--- src/rtl/bcd_mul_pkg.sv ---
package bcd_mul_pkg;

  localparam logic [1:0] CLS_FIN  = 2'd0;
  localparam logic [1:0] CLS_INF  = 2'd1;
  localparam logic [1:0] CLS_QNAN = 2'd2;
  localparam logic [1:0] CLS_SNAN = 2'd3;

  typedef enum logic [2:0] {MS_NONE, MS_X1, MS_X2, MS_X5, MS_X10} mult_sel_e;

  typedef struct packed {
    mult_sel_e p;
    mult_sel_e q;
    logic      neg;
  } recode_t;

  // One BCD digit position: returns {carry, digit}
  function automatic logic [4:0] digit_add(input logic [3:0] a, input logic [3:0] b,
                                           input logic cin);
    logic [4:0] s;
    s = {1'b0, a} + {1'b0, b} + {4'b0, cin};
    if (s > 5'd9) digit_add = {1'b1, 4'(s - 5'd10)};
    else          digit_add = s;
  endfunction

  function automatic logic [3:0] digit_nines(input logic [3:0] d);
    return 4'd9 - d;
  endfunction

  // Multiplier digit -> p (+/-) q using multiples {0, x, 2x, 5x, 10x}
  function automatic recode_t recode_digit(input logic [3:0] d);
    recode_t r;
    case (d)
      4'd1:    r = recode_t'{MS_X1,  MS_NONE, 1'b0};
      4'd2:    r = recode_t'{MS_X2,  MS_NONE, 1'b0};
      4'd3:    r = recode_t'{MS_X2,  MS_X1,   1'b0};
      4'd4:    r = recode_t'{MS_X5,  MS_X1,   1'b1};
      4'd5:    r = recode_t'{MS_X5,  MS_NONE, 1'b0};
      4'd6:    r = recode_t'{MS_X5,  MS_X1,   1'b0};
      4'd7:    r = recode_t'{MS_X5,  MS_X2,   1'b0};
      4'd8:    r = recode_t'{MS_X10, MS_X2,   1'b1};
      4'd9:    r = recode_t'{MS_X10, MS_X1,   1'b1};
      default: r = recode_t'{MS_NONE, MS_NONE, 1'b0};
    endcase
    return r;
  endfunction

endpackage

--- src/rtl/bcd_adder.sv ---
module bcd_adder
  import bcd_mul_pkg::*;
#(
  parameter int ND = 8
) (
  input  logic [4*ND-1:0] a,
  input  logic [4*ND-1:0] b,
  input  logic            sub,
  output logic [4*ND-1:0] sum,
  output logic            cout
);
  // Subtraction adds the nines' complement plus one; cout=1 means no borrow
  logic [ND:0] c;
  assign c[0] = sub;

  for (genvar i = 0; i < ND; i++) begin : g_dig
    logic [3:0] bd;
    assign bd = sub ? digit_nines(b[4*i +: 4]) : b[4*i +: 4];
    assign {c[i+1], sum[4*i +: 4]} = digit_add(a[4*i +: 4], bd, c[i]);
  end

  assign cout = c[ND];
endmodule

--- src/rtl/bcd_multiples.sv ---
module bcd_multiples #(
  parameter int ND = 7,
  localparam int MD = ND + 1
) (
  input  logic [4*ND-1:0] x,
  output logic [4*MD-1:0] m2,
  output logic [4*MD-1:0] m5,
  output logic            ovf
);
  logic [4*MD-1:0] xe, m4;
  logic c2, c4, c5;

  assign xe = {4'b0, x};

  bcd_adder #(.ND(MD)) u_dbl  (.a(xe), .b(xe), .sub(1'b0), .sum(m2), .cout(c2));
  bcd_adder #(.ND(MD)) u_quad (.a(m2), .b(m2), .sub(1'b0), .sum(m4), .cout(c4));
  bcd_adder #(.ND(MD)) u_five (.a(m4), .b(xe), .sub(1'b0), .sum(m5), .cout(c5));

  // Any carry out of MD digits means a multiple lost its top digit
  assign ovf = c2 | c4 | c5;
endmodule

--- src/rtl/bcd_recode.sv ---
module bcd_recode
  import bcd_mul_pkg::*;
(
  input  logic [3:0] digit,
  output mult_sel_e  sel_p,
  output mult_sel_e  sel_q,
  output logic       neg
);
  recode_t r;
  always_comb r = recode_digit(digit);
  assign sel_p = r.p;
  assign sel_q = r.q;
  assign neg   = r.neg;
endmodule

--- src/rtl/bcd_sig_mul.sv ---
module bcd_sig_mul
  import bcd_mul_pkg::*;
#(
  parameter int ND = 7,
  parameter int EW = 10,
  localparam int LZW = $clog2(2*ND+1)
) (
  input  logic            clk,
  input  logic            rst_n,
  input  logic            start,
  input  logic [1:0]      a_cls,
  input  logic            a_sign,
  input  logic [EW-1:0]   a_exp,
  input  logic [4*ND-1:0] a_sig,
  input  logic [1:0]      b_cls,
  input  logic            b_sign,
  input  logic [EW-1:0]   b_exp,
  input  logic [4*ND-1:0] b_sig,
  output logic            busy,
  output logic            done,
  output logic [1:0]      r_cls,
  output logic            r_sign,
  output logic [EW:0]     r_exp,
  output logic [8*ND-1:0] r_sig,
  output logic            r_invalid,
  output logic [LZW-1:0]  r_lz
);
  localparam int MD  = ND + 1;
  localparam int PD  = ND + 2;
  localparam int CW  = $clog2(ND + 1);
  localparam int LTW = $clog2(ND + 3);

  typedef enum logic [1:0] {ST_IDLE, ST_PREP, ST_RUN} st_e;

  st_e              st_q;
  logic [1:0]       acls_q, bcls_q;
  logic             asgn_q, bsgn_q;
  logic [EW-1:0]    aexp_q, bexp_q;
  logic [4*ND-1:0]  asig_q, bsig_q, bsh_q;
  logic [4*MD-1:0]  m1_q, m2_q, m5_q, m10_q;
  logic [4*PD-1:0]  hi_q;
  logic [4*ND-1:0]  lo_q;
  logic [CW-1:0]    cnt_q;

  // named internal events
  logic accept, last_step;
  assign accept    = start && (st_q == ST_IDLE);
  assign last_step = (st_q == ST_RUN) && (cnt_q == CW'(ND - 1));
  assign busy      = (st_q != ST_IDLE);

  // multiples of the multiplicand
  logic [4*MD-1:0] m2_w, m5_w;
  logic            mult_ovf;
  bcd_multiples #(.ND(ND)) u_mult (.x(asig_q), .m2(m2_w), .m5(m5_w), .ovf(mult_ovf));

  // recoding of the current multiplier digit
  mult_sel_e rc_p, rc_q;
  logic      rc_neg;
  bcd_recode u_rec (.digit(bsh_q[3:0]), .sel_p(rc_p), .sel_q(rc_q), .neg(rc_neg));

  function automatic logic [4*PD-1:0] pick(input mult_sel_e s,
                                            input logic [4*MD-1:0] x1, input logic [4*MD-1:0] x2,
                                            input logic [4*MD-1:0] x5, input logic [4*MD-1:0] x10);
    case (s)
      MS_X1:   return {4'b0, x1};
      MS_X2:   return {4'b0, x2};
      MS_X5:   return {4'b0, x5};
      MS_X10:  return {4'b0, x10};
      default: return '0;
    endcase
  endfunction

  logic [4*PD-1:0] op_p, op_q, pp, acc_sum;
  logic            pp_cout, acc_cout;
  assign op_p = pick(rc_p, m1_q, m2_q, m5_q, m10_q);
  assign op_q = pick(rc_q, m1_q, m2_q, m5_q, m10_q);

  bcd_adder #(.ND(PD)) u_pp  (.a(op_p), .b(op_q), .sub(rc_neg), .sum(pp), .cout(pp_cout));
  bcd_adder #(.ND(PD)) u_acc (.a(hi_q), .b(pp), .sub(1'b0), .sum(acc_sum), .cout(acc_cout));

  // full product as it stands after the final step
  logic [8*ND-1:0] prod_w;
  assign prod_w = {acc_sum[4*MD-1:0], lo_q[4*ND-1:4]};

  // leading-zero digit counts of the operands
  logic [LZW-1:0] lza, lzb;
  always_comb begin
    lza = LZW'(ND);
    lzb = LZW'(ND);
    for (int i = 0; i < ND; i++) begin
      if (asig_q[4*i +: 4] != 4'd0) lza = LZW'(ND - 1 - i);
      if (bsig_q[4*i +: 4] != 4'd0) lzb = LZW'(ND - 1 - i);
    end
  end

  // class resolution
  logic            a_zero, b_zero;
  logic [1:0]      sp_cls;
  logic [8*ND-1:0] sp_sig;
  logic            sp_inv;
  logic [LZW-1:0]  sp_lz;
  assign a_zero = (asig_q == '0);
  assign b_zero = (bsig_q == '0);

  always_comb begin
    sp_cls = CLS_FIN;
    sp_sig = prod_w;
    sp_inv = 1'b0;
    if (acls_q == CLS_SNAN) begin
      sp_cls = CLS_QNAN; sp_sig = {{(4*ND){1'b0}}, asig_q}; sp_inv = 1'b1;
    end else if (bcls_q == CLS_SNAN) begin
      sp_cls = CLS_QNAN; sp_sig = {{(4*ND){1'b0}}, bsig_q}; sp_inv = 1'b1;
    end else if (acls_q == CLS_QNAN) begin
      sp_cls = CLS_QNAN; sp_sig = {{(4*ND){1'b0}}, asig_q};
    end else if (bcls_q == CLS_QNAN) begin
      sp_cls = CLS_QNAN; sp_sig = {{(4*ND){1'b0}}, bsig_q};
    end else if ((acls_q == CLS_INF && bcls_q == CLS_FIN && b_zero) ||
                 (bcls_q == CLS_INF && acls_q == CLS_FIN && a_zero)) begin
      sp_cls = CLS_QNAN; sp_sig = '0; sp_inv = 1'b1;
    end else if (acls_q == CLS_INF || bcls_q == CLS_INF) begin
      sp_cls = CLS_INF; sp_sig = '0;
    end
    sp_lz = (sp_cls == CLS_FIN) ? LZW'(lza + lzb) : '0;
  end

  always_ff @(posedge clk or negedge rst_n) begin
    if (!rst_n) begin
      st_q <= ST_IDLE;
      acls_q <= '0; bcls_q <= '0; asgn_q <= 1'b0; bsgn_q <= 1'b0;
      aexp_q <= '0; bexp_q <= '0; asig_q <= '0; bsig_q <= '0; bsh_q <= '0;
      m1_q <= '0; m2_q <= '0; m5_q <= '0; m10_q <= '0;
      hi_q <= '0; lo_q <= '0; cnt_q <= '0;
      done <= 1'b0;
      r_cls <= '0; r_sign <= 1'b0; r_exp <= '0; r_sig <= '0; r_invalid <= 1'b0; r_lz <= '0;
    end else begin
      done <= 1'b0;
      case (st_q)
        ST_IDLE: if (start) begin
          acls_q <= a_cls; bcls_q <= b_cls;
          asgn_q <= a_sign; bsgn_q <= b_sign;
          aexp_q <= a_exp; bexp_q <= b_exp;
          asig_q <= a_sig; bsig_q <= b_sig;
          st_q <= ST_PREP;
        end
        ST_PREP: begin
          m1_q  <= {4'b0, asig_q};
          m2_q  <= m2_w;
          m5_q  <= m5_w;
          m10_q <= {asig_q, 4'b0};
          hi_q  <= '0;
          lo_q  <= '0;
          cnt_q <= '0;
          bsh_q <= bsig_q;
          st_q  <= ST_RUN;
        end
        ST_RUN: begin
          hi_q  <= {4'b0, acc_sum[4*PD-1:4]};
          lo_q  <= {acc_sum[3:0], lo_q[4*ND-1:4]};
          bsh_q <= {4'b0, bsh_q[4*ND-1:4]};
          cnt_q <= cnt_q + CW'(1);
          if (last_step) begin
            st_q      <= ST_IDLE;
            done      <= 1'b1;
            r_cls     <= sp_cls;
            r_sig     <= sp_sig;
            r_invalid <= sp_inv;
            r_lz      <= sp_lz;
            r_sign    <= asgn_q ^ bsgn_q;
            r_exp     <= {aexp_q[EW-1], aexp_q} + {bexp_q[EW-1], bexp_q};
          end
        end
        default: st_q <= ST_IDLE;
      endcase
    end
  end

  // ---------------- assertions ----------------
  logic [LTW-1:0] lat_q;
  always_ff @(posedge clk or negedge rst_n) begin
    if (!rst_n)      lat_q <= '0;
    else if (accept) lat_q <= '0;
    else if (busy)   lat_q <= lat_q + LTW'(1);
  end

  logic lz_ok;
  always_comb begin
    lz_ok = 1'b1;
    for (int i = 0; i < 2*ND; i++)
      if (i >= 2*ND - int'(r_lz) && r_sig[4*i +: 4] != 4'd0) lz_ok = 1'b0;
  end

  p_busy_after_start_r1: assert property (@(posedge clk) disable iff (!rst_n)
    accept |=> busy);
  p_done_single_r1: assert property (@(posedge clk) disable iff (!rst_n)
    done |=> !done);
  p_latency_r1: assert property (@(posedge clk) disable iff (!rst_n)
    done |-> (lat_q == LTW'(ND + 1)));
  p_ignore_busy_r1: assert property (@(posedge clk) disable iff (!rst_n)
    (busy && start) |=> ($stable(asig_q) && $stable(bsig_q)));
  p_pp_sign_r3: assert property (@(posedge clk) disable iff (!rst_n)
    (st_q == ST_RUN) |-> (pp_cout == rc_neg));
  p_multiples_fit_r3: assert property (@(posedge clk) disable iff (!rst_n)
    (st_q == ST_PREP) |-> !mult_ovf);
  p_acc_no_carry_r2: assert property (@(posedge clk) disable iff (!rst_n)
    (st_q == ST_RUN) |-> !acc_cout);
  p_no_spill_r2: assert property (@(posedge clk) disable iff (!rst_n)
    last_step |-> (acc_sum[4*PD-1 -: 4] == 4'd0));
  p_lz_bound_r9: assert property (@(posedge clk) disable iff (!rst_n)
    (done && r_cls == CLS_FIN) |-> lz_ok);
  p_invalid_nan_r5: assert property (@(posedge clk) disable iff (!rst_n)
    (done && r_invalid) |-> (r_cls == CLS_QNAN));

  for (genvar d = 0; d < PD; d++) begin : g_chk_dig
    p_digit_legal_r2: assert property (@(posedge clk) disable iff (!rst_n)
      hi_q[4*d +: 4] <= 4'd9);
  end

endmodule

--- config.mk ---
export PLATFORM = sky130hd
export DESIGN_NAME = bcd_sig_mul
export DESIGN_NICKNAME = d
export VERILOG_FILES = /design/src/rtl/bcd_mul_pkg.sv /design/src/rtl/bcd_adder.sv /design/src/rtl/bcd_multiples.sv /design/src/rtl/bcd_recode.sv /design/src/rtl/bcd_sig_mul.sv
export SDC_FILE = /design/constraint.sdc
export NUM_CORES = 1
export LEC_CHECK = 0
export CAP_MARGIN = 20
export CORE_MARGIN = 3
export CORE_UTILIZATION = 55
export CTS_BUF_LIST = sky130_fd_sc_hd__clkbuf_2 sky130_fd_sc_hd__clkbuf_4 sky130_fd_sc_hd__clkbuf_8
export DETAILED_ROUTE_END_ITERATION = 12
export DONT_BUFFER_PORTS = 1
export PLACE_DENSITY = 0.69
export SETUP_SLACK_MARGIN = 0.4
export SLEW_MARGIN = 25
export SYNTH_ARGS = -nofsm -noshare
export SYNTH_HDL_FRONTEND = slang
export SYNTH_SLANG_ARGS = --single-unit
--- constraint.sdc ---
create_clock -name clk -period 36.4 [get_ports clk]
set_input_delay 0 -clock clk [delete_from_list [all_inputs] [get_ports clk]]
set_output_delay 0 -clock clk [all_outputs]
set_load 0.02 [all_outputs]
==> metrics.cfg, run 1 <==
[logic_synthesis]
synthCells=2281
synth_area_per_cell_um2=9.58
synth-edff-count=0
ys_seq_area_share_pct=38.1
ys_types=73
synthArstFlopShare_pct=100
synth_compound_area_share_pct=19.5
synth_top_family_by_area=compound AO/OA/AOI/OAI gates
synthAdderAreaFrac_pct=13.1
synthMuxAreaShare_pct=10.2
synthSimpleGateAreaFrac_pct=8.48
synth_area_um2=21800
synth_xor_xnor_area_share_pct=5.01
ys_ff_latch=333
yosys_warnings=0
synth-main-ff-cell=dfrtp_1

[sta]
fin_crit_sh_pct=56.7
slew_viol_final=0
clock_skew_ns=0.0364
finalSetupTns_ns=0
tightest_slew_ns=1.06
min_period_ns=20.63
setup_ws_ns=15.77
setup_viol=0
slew_headroom_pct=29.5
fmax_ghz=0.0485
rsz0062_at_grt=no
hold_violations=0

[clock_network]
clk_pin_slew_ns=0.06
htreeDepth=2
cts_sinks=333
clk_latency_ns=0.67
clockRootBuffer=clkbuf_8
numCtsBuffers=58
cts_tree=yes
cts_buffer_depth=3

[global_route]
grt_max_degree=334
grt_pass1_vias=17826
grt_pass1_wl_mm=96.7
antenna_found_initial=1
grt-ovfl-total=0
track_usage_pct=28.8

[worst_setup_path]
worstPathRequired_ns=36.91
path_common_cell=inv_1
start_kind=register
cpMaxStageDelayCell=o31ai_2
cpLargestDelayFamily=adder cells
path_max_fanout=37
max_stage_delay_ns=0.79
end_kind=register
crit_arrival_ns=21.14
path_buf_inv=18
worstSetupPathType=reg -> reg

[floorplan]
coreArea_um2=38900
num_io_pins=162
num_rows=72
start_util_pct=56.1
die_width_um=205
die_h_um=205
design.die.area_um2=42200

[finish]
drive_gt1_share_pct=13.0
area_delta_synth_final_pct=14.3
fillerInstances=3211
fin_nets=2660
final_core_util_pct=64.2

[run]
maxCapViolCount=0

[detailed_routing]
drt-wirelength-per-cell_um=20.3
drc=0
drtIter0Drc=1283
antenna_left=0
dr.pass1.iters=6
wl_mm=59.8
via_per_inst=5.99
routed-via-count=17606

[placed_design]
dpl.hpwl_mm=41.8
gp_congestion=0.912
place_ws_ns=15.99
port_buffers=0

[outcome]
status=finished clean

[hold_path]
min_path_type=in -> reg

==> cells in the mapped netlist, types with 4 or more instances <==
| library cell | instances | share of area [%] |
|---|---|---|
| dfrtp_1 | 333 | 38 |
| a21oi_1 | 197 | 4.5 |
| inv_1 | 197 | 3.4 |
| nor2_1 | 173 | 3.0 |
| ha_1 | 157 | 9.0 |
| mux2_2 | 149 | 7.7 |
| o21ai_0 | 149 | 3.4 |
| nand2_1 | 119 | 2.0 |
| clkbuf_1 | 108 | 1.9 |
| xnor2_1 | 101 | 4.0 |
| a22oi_1 | 77 | 2.6 |
| a21o_1 | 59 | 2.0 |
| mux2i_1 | 55 | 2.5 |
| o22ai_1 | 54 | 1.5 |
| fa_1 | 45 | 4.1 |
| nand3_1 | 43 | 0.98 |
| a31oi_1 | 39 | 1.1 |
| xor2_1 | 24 | 0.96 |
| a221oi_1 | 16 | 0.64 |
| and2_1 | 16 | 0.46 |
| buf_1 | 14 | 0.24 |
| nor2b_1 | 13 | 0.37 |
| nand2b_1 | 10 | 0.29 |
| a22o_1 | 9 | 0.36 |
| nor3_1 | 9 | 0.21 |
| nand3b_1 | 7 | 0.24 |
| a221o_1 | 6 | 0.27 |
| o211ai_1 | 6 | 0.21 |
| o21bai_1 | 6 | 0.21 |
| a21boi_0 | 5 | 0.17 |
| a32oi_1 | 5 | 0.20 |
| nor3b_1 | 5 | 0.17 |
| nor4_1 | 5 | 0.14 |
| o21a_1 | 5 | 0.17 |
| o31ai_1 | 5 | 0.17 |
| or4_1 | 5 | 0.17 |
| and3_1 | 4 | 0.11 |
==> layout by cell type, fill, tap and decap left out, types with 55 or more instances in the layout <==
cell | Yosys | final
mux2i_1 | 55 | 55
dlygate4sd3_1 | 0 | 131
xnor2_1 | 101 | 101
a21o_1 | 59 | 59
nor2_1 | 173 | 169
a21oi_1 | 197 | 196
clkbuf_8 | 0 | 73
nand2_1 | 119 | 117
ha_1 | 157 | 154
mux2_2 | 149 | 149
a22oi_1 | 77 | 77
dfrtp_1 | 333 | 333
inv_1 | 197 | 197
o21ai_0 | 149 | 149
==> worst register-to-register path, delay by kind of cell, from the launching register on <==
| family | cells | cell delay (ns) |
|---|---|---|
| buf+inv | 18 | 2.31 |
| xor+xnor | 10 | 2.67 |
| compound gates | 22 | 6.63 |
| fa+ha+maj | 28 | 8.07 |
| flops | 1 | 0.32 |
| simple gates | 4 | 0.52 |
==> through the flow <==
step / cell area, um^2 / hold slack [ns] / cells
floorplan: 21900 / -0.296 / 2283
global placement: 22300 / -0.289 / 2696
CTS: 24900 / 0.000526 / 2934
finish: 25000 / 0.0240 / 2941
detailed placement: 22300 / -0.288 / 2696
global route: 25000 / 0.00542 / 2940
==> routing by layer <==
metal | vias up | GRT usage (%) | wire, um
li1 | 8229 | - | -
met1 | 8679 | 37.2 | 24600
met2 | 576 | 48.8 | 29700
met3 | 122 | 5.20 | 3820
met4 | 0 | 10.3 | 1710
met5 | - | 0 | 0
==> sequential cells by signal (all words and copies together), names as in the netlist, 2 cells and up <==
register,cells
r_lz,4
st_q,2
bsh_q,28
m5_q,31
bcls_q,2
cnt_q,3
bexp_q,10
bsig_q,28
asig_q,28
r_sig,56
m1_q,27
hi_q,32
acls_q,2
lo_q,24
r_exp,11
r_cls,2
aexp_q,10
m2_q,28
==> cell families after synthesis <==
family	after synthesis
adder cells (fa/ha/maj)	202
AND/OR/NAND/NOR	417
buffers and inverters	324
flip-flops	333
multiplexers	204
XOR/XNOR	125
AO/OA/AOI/OAI	674
other	2
==> final cells by class <==
type | count | area, um^2 | share of cell area (%)
Clock inverter | 15 | 135 | 0.541
Clock buffer | 93 | 1150 | 4.62
Inverter | 201 | 754 | 3.02
Tap cell | 518 | 648 | 2.60
Antenna cell | 2 | 5.00 | 0.0200
Multi-Input combinational cell | 1626 | 12400 | 49.6
Sequential cell | 333 | 8330 | 33.4
Timing Repair Buffer | 153 | 1550 | 6.20
==> what timing repair did <==
action / in CTS / in global routing
hold endpoints to repair: 417 / 69
resized for setup: 0 / 0
buffers inserted: 0 / 0
hold buffers: 130 / 2
==> path summary, 6_finish.rpt <==
check | startpoint | end | slack, ns | cells after the start
worst min register to register | m5_q[29]$_DFFE_PN0N_ | m5_q[29]$_DFFE_PN0N_ | 0.52 | 1
worst max register to register | bsh_q[3]$_DFFE_PN0P_ | hi_q[30]$_DFFE_PN0P_ | 15.77 | 82
worst min-delay path | b_sig[5] | bsig_q[5]$_DFFE_PN0P_ | 0.02 | 2
max in group asynchronous | rst_n | m5_q[6]$_DFFE_PN0N_ | 34.33 | 5
worst max-delay path | bsh_q[3]$_DFFE_PN0P_ | hi_q[30]$_DFFE_PN0P_ | 15.77 | 82
min in group asynchronous | rst_n | r_sig[39]$_DFFE_PN0P_ | 0.42 | 3
Power of run 1 is left out: the tool's default activity adds up to more than one toggle a clock period on the data nets, which glitch-free logic cannot reach.
==> run 2: changes to the inputs <==
clock period = 20.9 ns   (was 36.4 ns; I/O delays follow)
==> metrics.cfg, run 2 (synthesis results as in run 1) <==
[floorplan]
design.die.area_um2=42200  ; unchanged
num_rows=72  ; unchanged
die_h_um=205  ; unchanged
num_io_pins=162  ; unchanged
start_util_pct=56.1  ; unchanged
die_width_um=205  ; unchanged
coreArea_um2=38900  ; unchanged

[global_route]
grt_pass1_wl_mm=96.8  ; was 96.7 mm
grt-ovfl-total=0  ; unchanged
grt_pass1_vias=17831  ; was 17826
grt_max_degree=334  ; unchanged
track_usage_pct=28.8  ; about the same
antenna_found_initial=0  ; was 1

[worst_setup_path]
crit_arrival_ns=19.45  ; was 21.14 ns
path_common_cell=inv_1  ; unchanged
end_kind=register  ; unchanged
cpMaxStageDelayCell=a221oi_1  ; was o31ai_2
max_stage_delay_ns=0.57  ; was 0.79 ns
start_kind=register  ; unchanged
worstPathRequired_ns=21.39  ; was 36.91 ns
path_max_fanout=14  ; was 37
worstSetupPathType=reg -> reg  ; unchanged

[run]
maxCapViolCount=0  ; unchanged

[sta]
slew_viol_final=0  ; unchanged
setup_viol=0  ; unchanged
tightest_slew_ns=1.06  ; about the same
rsz0062_at_grt=no  ; unchanged
hold_violations=0  ; unchanged
slew_headroom_pct=29.2  ; was 29.5%
clock_skew_ns=0.0331  ; was 0.0364 ns
min_period_ns=18.96  ; was 20.63 ns
setup_ws_ns=1.94  ; was 15.77 ns
fin_crit_sh_pct=90.7  ; was 56.7%
fmax_ghz=0.0527  ; was 0.0485 GHz
finalSetupTns_ns=0  ; unchanged

[detailed_routing]
dr.pass1.iters=6  ; unchanged
dr_wl_met3_mm=3.56  ; was 3.82 mm
drt-wirelength-per-cell_um=20.7  ; was 20.3 um
route.met2.wl_mm=29.9  ; was 29.7 mm
antenna_left=0  ; unchanged
drtIter0Drc=1301  ; was 1283
wl_mm=60.7  ; was 59.8 mm
m1WireLength_mm=25.0  ; was 24.6 mm
routed-via-count=17798  ; was 17606
top_layer=met4  ; unchanged
via_per_inst=6.06  ; was 5.99
drc=0  ; unchanged

[finish]
top_regs=r_sig (56), hi_q (32), m5_q (31)  ; unchanged
layout_commonest_cell=dfrtp_1  ; unchanged
diodes=0  ; was 2
area_delta_synth_final_pct=14.8  ; was 14.3%
largest_reg_flops=56  ; unchanged
fin_area_um2=25100  ; was 25000 um^2
fin_nets=2658  ; was 2660
top_register=r_sig  ; unchanged
drive_gt1_share_pct=13.3  ; was 13.0%
mostFrequentLayoutCells=dfrtp_1, inv_1, a21oi_1  ; unchanged

[clock_network]
cts_sinks=333  ; unchanged
clk_pin_slew_ns=0.06  ; about the same
clk_latency_ns=0.66  ; was 0.67 ns
cts_tree=yes  ; unchanged
clockRootBuffer=clkbuf_8  ; unchanged
numCtsBuffers=59  ; was 58
htreeDepth=2  ; unchanged
cts_buffer_depth=3  ; unchanged

[placed_design]
port_buffers=0  ; unchanged
dpl.hpwl_mm=42.0  ; was 41.8 mm
place_ws_ns=0.721  ; was 15.99 ns
gp_congestion=0.893  ; was 0.912
placed_cell_area_um2=22200  ; was 22300 um^2

[outcome]
status=finished clean  ; unchanged

[hold_path]
min_path_type=in -> reg  ; unchanged

run 2: changes by cell type in the layout (fill, tap and decap cells not counted), sizes merged:
cell / before / now
dlygate4sd3: 131 / 125
clkinv: 11 / 9
inv: 202 / 200
diode: 2 / 0
o22ai: 54 / 55
clkbuf: 93 / 94
bufinv: 2 / 4
buf: 22 / 24
run 2: worst max-delay path, delay by kind of cell, from the launching register on:
| family | cells | cell delay [ns] |
|---|---|---|
| buffers and inverters | 16 | 1.51 |
| AOI/OAI and AO/OA | 23 | 5.74 |
| adders and majority gates | 28 | 7.90 |
| DFF | 1 | 0.45 |
| xor gates and xnor gates | 10 | 2.56 |
| and+or+nand+nor | 5 | 0.61 |
run 2: per-layer routing:
layer / track usage (%) / vias up
li1: - / 8222
met1: 36.9 / 8821
met2: 48.7 / 607
met3: 5.13 / 148
met4: 11.1 / 0
met5: 0 / -
run 2: path summary, 6_finish.rpt:
| path | from | end | slack, ns | depth (start not counted) |
|---|---|---|---|---|
| worst max-delay path | bsh_q[0]$_DFFE_PN0P_ | hi_q[30]$_DFFE_PN0P_ | 1.94 | 82 |
| worst min-delay path | a_sig[0] | asig_q[0]$_DFFE_PN0P_ | 0.03 | 2 |
| worst max register to register | bsh_q[0]$_DFFE_PN0P_ | hi_q[30]$_DFFE_PN0P_ | 1.94 | 82 |
| worst min register to register | m5_q[14]$_DFFE_PN0N_ | m5_q[14]$_DFFE_PN0N_ | 0.51 | 1 |
| max in group asynchronous | rst_n | lo_q[24]$_DFFE_PN0P_ | 19.34 | 4 |
| min in group asynchronous | rst_n | r_sig[43]$_DFFE_PN0P_ | 0.43 | 3 |
run 2: area by class of cell:
| cell class | instances | area (um^2) |
|---|---|---|
| Fill cell | 3196 | 13800 |
| Timing Repair Buffer | 149 | 1500 |
| Clock inverter | 13 | 168 |
| Tap cell | 518 | 648 |
| Sequential cell | 333 | 8330 |
| Multi-Input combinational cell | 1627 | 12500 |
| Clock buffer | 94 | 1220 |
| Inverter | 201 | 754 |
run 2: what timing repair did:
action / in CTS / in global routing
hold buffers: 125 / 1
resized for setup: 0 / 5
setup endpoints to repair: 0 / 8
setup buffers: 0 / 3
endpoints found under the hold margin: 417 / 73
run 2: metrics by stage:
stage / instances / hold slack [ns] / utilization [%]
2_1_floorplan: 2283 / -0.296 / -
3_3_place_gp: 2695 / -0.288 / 57.2
3_5_place_dp: 2695 / -0.288 / 57.2
4_1_cts: 2927 / 0.000494 / 64.0
5_1_grt: 2935 / 0.0274 / 64.4
6_report: 2935 / 0.0335 / 64.4
Power of run 2 is left out for the same reason.
